<file path="config.mk">
export PLATFORM = sky130hd
export DESIGN_NAME = dg_state
export DESIGN_NICKNAME = d
export VERILOG_FILES = /design/src/rtl/dg_pkg.sv /design/src/rtl/dg_state.sv
export SDC_FILE = /design/constraint.sdc
export NUM_CORES = 1
export LEC_CHECK = 0
export BUFFER_PORTS_ARGS = -buffer_cell sky130_fd_sc_hd__buf_2
export CORE_UTILIZATION = 35
export CTS_CLUSTER_DIAMETER = 80
export DETAILED_ROUTE_END_ITERATION = 16
export PLACE_DENSITY = 0.55
export SLEW_MARGIN = 25
export SYNTH_ARGS = -nofsm -noshare
export SYNTH_HDL_FRONTEND = slang
export SYNTH_SLANG_ARGS = --single-unit
</file>
<file path="constraint.sdc">
create_clock -name clk -period 1.73 [get_ports clk]
set_input_delay 0.0865 -clock clk [delete_from_list [all_inputs] [get_ports clk]]
set_output_delay 0.0865 -clock clk [all_outputs]
set_load 0.05 [all_outputs]
</file>
<file path="src/rtl/dg_pkg.sv">
package dg_pkg;

  typedef enum logic [3:0] {
    CL_PSEUDO  = 4'd0,
    CL_INT     = 4'd1,
    CL_INTLEAD = 4'd2,
    CL_LOAD    = 4'd3,
    CL_STORE   = 4'd4,
    CL_FP      = 4'd5,
    CL_CR      = 4'd6,
    CL_SPR     = 4'd7,
    CL_VALU    = 4'd8,
    CL_VPERM   = 4'd9,
    CL_BRANCH  = 4'd10
  } dg_class_e;

  typedef enum logic [1:0] {
    VD_NONE  = 2'd0,
    VD_CLOSE = 2'd1,
    VD_FILL  = 2'd2
  } dg_verdict_e;

  localparam int NUM_UNITS = 7;

  // unit index per class; NUM_UNITS means "no unit"
  function automatic int unit_of(logic [3:0] c);
    case (c)
      CL_INT, CL_INTLEAD: return 0;
      CL_LOAD, CL_STORE:  return 1;
      CL_FP:              return 2;
      CL_CR:              return 3;
      CL_SPR:             return 4;
      CL_VALU:            return 5;
      CL_VPERM:           return 6;
      default:            return NUM_UNITS;
    endcase
  endfunction

  function automatic logic is_real(logic [3:0] c);
    return (c >= 4'd1) && (c <= 4'd10);
  endfunction

  function automatic logic is_lead_only(logic [3:0] c);
    return (c == CL_CR) || (c == CL_SPR) || (c == CL_INTLEAD);
  endfunction

endpackage

</file>
<file path="src/rtl/dg_state.sv">
module dg_state
  import dg_pkg::*;
#(
  parameter int MAX_SLOTS = 5,
  parameter int INT_QUOTA = 2,
  parameter int LS_QUOTA  = 2,
  parameter int FP_QUOTA  = 2,
  localparam int SLOT_W   = $clog2(MAX_SLOTS),
  localparam int MAXQ_A   = (INT_QUOTA > LS_QUOTA) ? INT_QUOTA : LS_QUOTA,
  localparam int MAXQ     = (MAXQ_A > FP_QUOTA) ? MAXQ_A : FP_QUOTA,
  localparam int CNT_W    = $clog2(MAXQ + 1)
) (
  input  logic                 clk,
  input  logic                 rst_n,
  input  logic                 cmt_vld,
  input  logic [3:0]           cmt_class,
  input  logic                 cmt_sets_ctr,
  input  logic                 noop_vld,
  output logic [SLOT_W-1:0]    slot,
  output logic [NUM_UNITS-1:0] unit_full,
  output logic                 ctr_flag,
  output logic                 strobe_err
);

  localparam int LAST_SLOT = MAX_SLOTS - 1;

  logic              cmt_ok;
  logic              noop_ok;
  logic              step;
  logic              close_grp;
  logic              slot_en;
  logic [SLOT_W-1:0] slot_q, slot_d;
  logic              ctr_q, ctr_d;
  logic              err_q, err_d;
  int                cmt_unit;

  always_comb begin
    cmt_ok    = cmt_vld && !noop_vld && is_real(cmt_class);
    noop_ok   = noop_vld && !cmt_vld;
    step      = cmt_ok || noop_ok;
    close_grp = (cmt_ok && (cmt_class == CL_BRANCH)) ||
                (step && (slot_q == SLOT_W'(LAST_SLOT)));
    cmt_unit  = unit_of(cmt_class);
    err_d     = cmt_vld && noop_vld;
    slot_en   = step;
    slot_d    = slot_q;
    ctr_d     = ctr_q;
    if (close_grp) begin
      slot_d = '0;
      ctr_d  = 1'b0;
    end else if (step) begin
      slot_d = slot_q + 1'b1;
      if (cmt_ok && (cmt_class == CL_SPR) && cmt_sets_ctr) ctr_d = 1'b1;
    end
  end

  always_ff @(posedge clk or negedge rst_n) begin
    if (!rst_n) begin
      slot_q <= '0;
      ctr_q  <= 1'b0;
    end else if (slot_en) begin
      slot_q <= slot_d;
      ctr_q  <= ctr_d;
    end
  end

  always_ff @(posedge clk or negedge rst_n) begin
    if (!rst_n) err_q <= 1'b0;
    else        err_q <= err_d;
  end

  for (genvar g = 0; g < NUM_UNITS; g++) begin : g_unit
    localparam int QG = (g == 0) ? INT_QUOTA :
                        (g == 1) ? LS_QUOTA  :
                        (g == 2) ? FP_QUOTA  : 1;
    logic [CNT_W-1:0] cnt_q, cnt_d;
    logic             cnt_en;
    logic             hit;

    always_comb begin
      hit    = cmt_ok && (cmt_unit == g);
      cnt_en = close_grp || hit;
      cnt_d  = cnt_q;
      if (close_grp)                     cnt_d = '0;
      else if (cnt_q < CNT_W'(QG))       cnt_d = cnt_q + 1'b1;
    end

    always_ff @(posedge clk or negedge rst_n) begin
      if (!rst_n)      cnt_q <= '0;
      else if (cnt_en) cnt_q <= cnt_d;
    end

    assign unit_full[g] = (cnt_q >= CNT_W'(QG));
  end

  assign slot       = slot_q;
  assign ctr_flag   = ctr_q;
  assign strobe_err = err_q;

endmodule

</file>
==> results.sh <==
export IMPL_total_power_uw=2400
export IMPL_synth_area_leaders="dfrtp_1, ha_1, inv_1, a21oi_1, or3_1"
export IMPL_grt_pass1_wl_mm=5.20
export IMPL_antenna_found_initial=0
export IMPL_max_freq_mhz=643
export IMPL_diodes=0
export IMPL_routed_wl_mm=2.91
export IMPL_status="finished, final reports clean"
export IMPL_synth_top_family_by_area="simple AND/OR/NAND/NOR gates"
export IMPL_slew_headroom_pct=69.0
export IMPL_yosys_area_top_type="dfrtp_1"
export IMPL_crit_path_max_fanout=7
export IMPL_die_h_um=65.7
export IMPL_viasPerCell=4.98
export IMPL_grt_usage_pct=15.8
export IMPL_dpl_cell_count=233
export IMPL_yosys_area_share_adder_pct=15.8
export IMPL_gp_congestion=0.712
export IMPL_critPathRequiredTime_ns=1.91
export IMPL_crit_arrival_ns=1.74
export IMPL_stdcell_area_sq_um=1750
export IMPL_synth_xor_area_share_pct=1.14
export IMPL_postSynthAreaPerCell_sq_um=9.41
export IMPL_synthArstFlopShare_pct=100
export IMPL_power_frac_comb_pct=57.2
export IMPL_fin_util_pct=46.3
export IMPL_clkLatencyLatePin_ns=0.26
export IMPL_fin_cells=238
export IMPL_layout_drive_gt1_share_pct=32.6
export IMPL_power_density_nw_per_um2=1370
export IMPL_worst_r2r_path_depth=3
export IMPL_port_buffers=20
export IMPL_clk_pin_slew_ns=0.07
export IMPL_grt_max_degree=20
export IMPL_pwr_share_clk_pct=12.9
export IMPL_intPower_uw=1180
export IMPL_hold_path_class="in2reg"
export IMPL_crit_path_start_kind="input pin"
export IMPL_overflow=0
export IMPL_syn_to_final_growth_pct=22.9
export IMPL_ant_nets=0
export IMPL_setup_viol=0
export IMPL_tightest_slew_ns=0.465
export IMPL_finalCriticalPeriod_ns=1.56
export IMPL_whs_ns=0.0727
export IMPL_htreeDepth=1
export IMPL_synth_top_area_share_pct=33.5
export IMPL_synth_ff_type="dfrtp_1"
export IMPL_cts_made_buffers=3
export IMPL_synthesis_area_sq_um=1420
export IMPL_synth_cells=151
export IMPL_root_buffer="clkbuf_8"
export IMPL_row_count=22
export IMPL_ys_types=38
export IMPL_initial_core_util_pct=37.7
export IMPL_detail_route_wl_per_cell_um=12.2
export IMPL_final_hold_viol_count=0
export IMPL_skew_ns=0.00583
export IMPL_first_pass_iters=6
export IMPL_total_leakage_power_uw=0.000852
export IMPL_grt_pass1_vias=1178
export IMPL_cts_tree="built"
export IMPL_clk_path_buf_depth=2
export IMPL_final_max_slew_viol_count=0
export IMPL_finalCritPeriodShare_pct=90.0
export IMPL_endpoint_kind="flip-flop"
export IMPL_ios=21
export IMPL_place_area_sq_um=1690
export IMPL_whs_path_depth=2
export IMPL_synth_most_common_cell="inv_1"
export IMPL_die_w_um=65.7
export IMPL_seq_power_share_pct=29.9
export IMPL_syn_num_nets=178
export IMPL_cts_setup_buffers=0
export IMPL_nNetsFinal=218
export IMPL_synth_compound_area_share_pct=19.3
export IMPL_route_detailed_drc=0
export IMPL_core_sq_um=3770
export IMPL_synth_simple_area_share_pct=20.6
export IMPL_cap_violations=0
export IMPL_synthMuxAreaShare_pct=0.704
export IMPL_ys_ff_latch=19
export IMPL_path_class="in2reg"
export IMPL_rsz0062_at_grt="no"
export IMPL_synth_warnings=0
export IMPL_switchingPower_uw=1210
export IMPL_synthTopCellsByCount="inv_1, dfrtp_1, ha_1, a21oi_1, o21ai_0"
export IMPL_yosysSeqAreaShare_pct=33.5
export IMPL_drtIter0Drc=39
export IMPL_synth_edf_count=0
export IMPL_vias=1186
export IMPL_ir_drop_mv=0.864
export IMPL_sw_frac_of_total_pct=50.6
export IMPL_die_area_sq_um=4320
export IMPL_hpwl_mm=2.24
export IMPL_clkSinkCount=19
==> flip-flops by register name (all words and copies together), names as in the netlist <==
signal,flops
strobe_err,1
slot,3
ctr_flag,1
g_unit.cnt_q,14
==> path summary, 6_finish.rpt <==
| path | startpoint | endpoint | slack, ns |
|---|---|---|---|
| setup / recovery | cmt_class[0] | g_unit[0].cnt_q[0] | 0.17 |
| min in group asynchronous | rst_n | g_unit[4].cnt_q[1] | 0.30 |
| setup reg to reg | g_unit[1].cnt_q[1] | g_unit[1].cnt_q[1] | 0.44 |
| max in group asynchronous | rst_n | g_unit[3].cnt_q[1] | 1.10 |
| hold reg to reg | ctr_flag | ctr_flag | 0.50 |
| hold / removal | cmt_vld | strobe_err | 0.07 |
==> per-stage QoR <==
| stage | worst slack [ns] | TNS (ns) |
|---|---|---|
| global route | 0.0669 | 0 |
| detailed placement | -0.117 | -0.429 |
| finish | 0.174 | 0 |
| floorplan | 0.156 | 0 |
| CTS | 0.161 | 0 |
| global placement | -0.0406 | -0.0833 |
==> metal layers <==
layer / wire (um) / global-route usage, % / part of all wire [%] / up-vias
met5: 0 / 0 / 0 / -
li1: - / - / - / 601
met3: 80 / 3.65 / 2.7 / 2
met4: 19 / 4.08 / 0.65 / 0
met1: 1310 / 18.8 / 45 / 568
met2: 1500 / 28.3 / 52 / 15
==> final cells by class <==
class | count | area [sq um]
multi-input combinational | 103 | 818
clock buffer | 4 | 45.0
fill | 353 | 2020
inverter | 26 | 97.6
tap | 48 | 60.1
sequential | 19 | 475
timing repair buffer | 38 | 250
==> cell usage in the layout, fill, tap and decap left out, drive strengths merged, types with 4 or more instances in the layout <==
cell,Yosys,routed
buf,3,37
or3,8,8
inv,26,26
o31ai,5,5
nor2b,4,4
or2,4,4
a21oi,16,16
clkbuf,0,4
dfrtp,19,19
nand3,7,7
o21ai,11,11
ha,18,18
nand2,4,4
==> critical path, cell delays in order <==
cell	delay (ns)
buf_2	0.08
inv_1	0.06
ha_1	0.20
buf_4	0.14
xor2_2	0.17
o22ai_2	0.17
nand3_2	0.17
or4_1	0.49
a21oi_1	0.17
==> logic make-up (layout without fill, tap and decap cells) <==
group | count (synthesis) | after routing
mux | 1 | 1
fa+ha+maj | 18 | 18
flops | 19 | 19
buf+inv | 29 | 68
compound gates | 39 | 39
xor+xnor | 1 | 1
simple gates | 44 | 44
==> timing repair <==
action,CTS,global route
hold buffers,1,0
gates resized for setup,0,0
setup endpoints to repair,0,0
endpoints found under the hold margin,19,0
==> power by group through the flow <==
stage                     combinational, uW  clock, uW  sequential (uW)
after global routing                   1510        344              743
final                                  1370        309              716
after global placement                 1330          0              711
after floorplan                         940          0              821
after CTS                              1390        330              715
after detailed placement               1380          0              725
(Power assumes the default switching activity.)
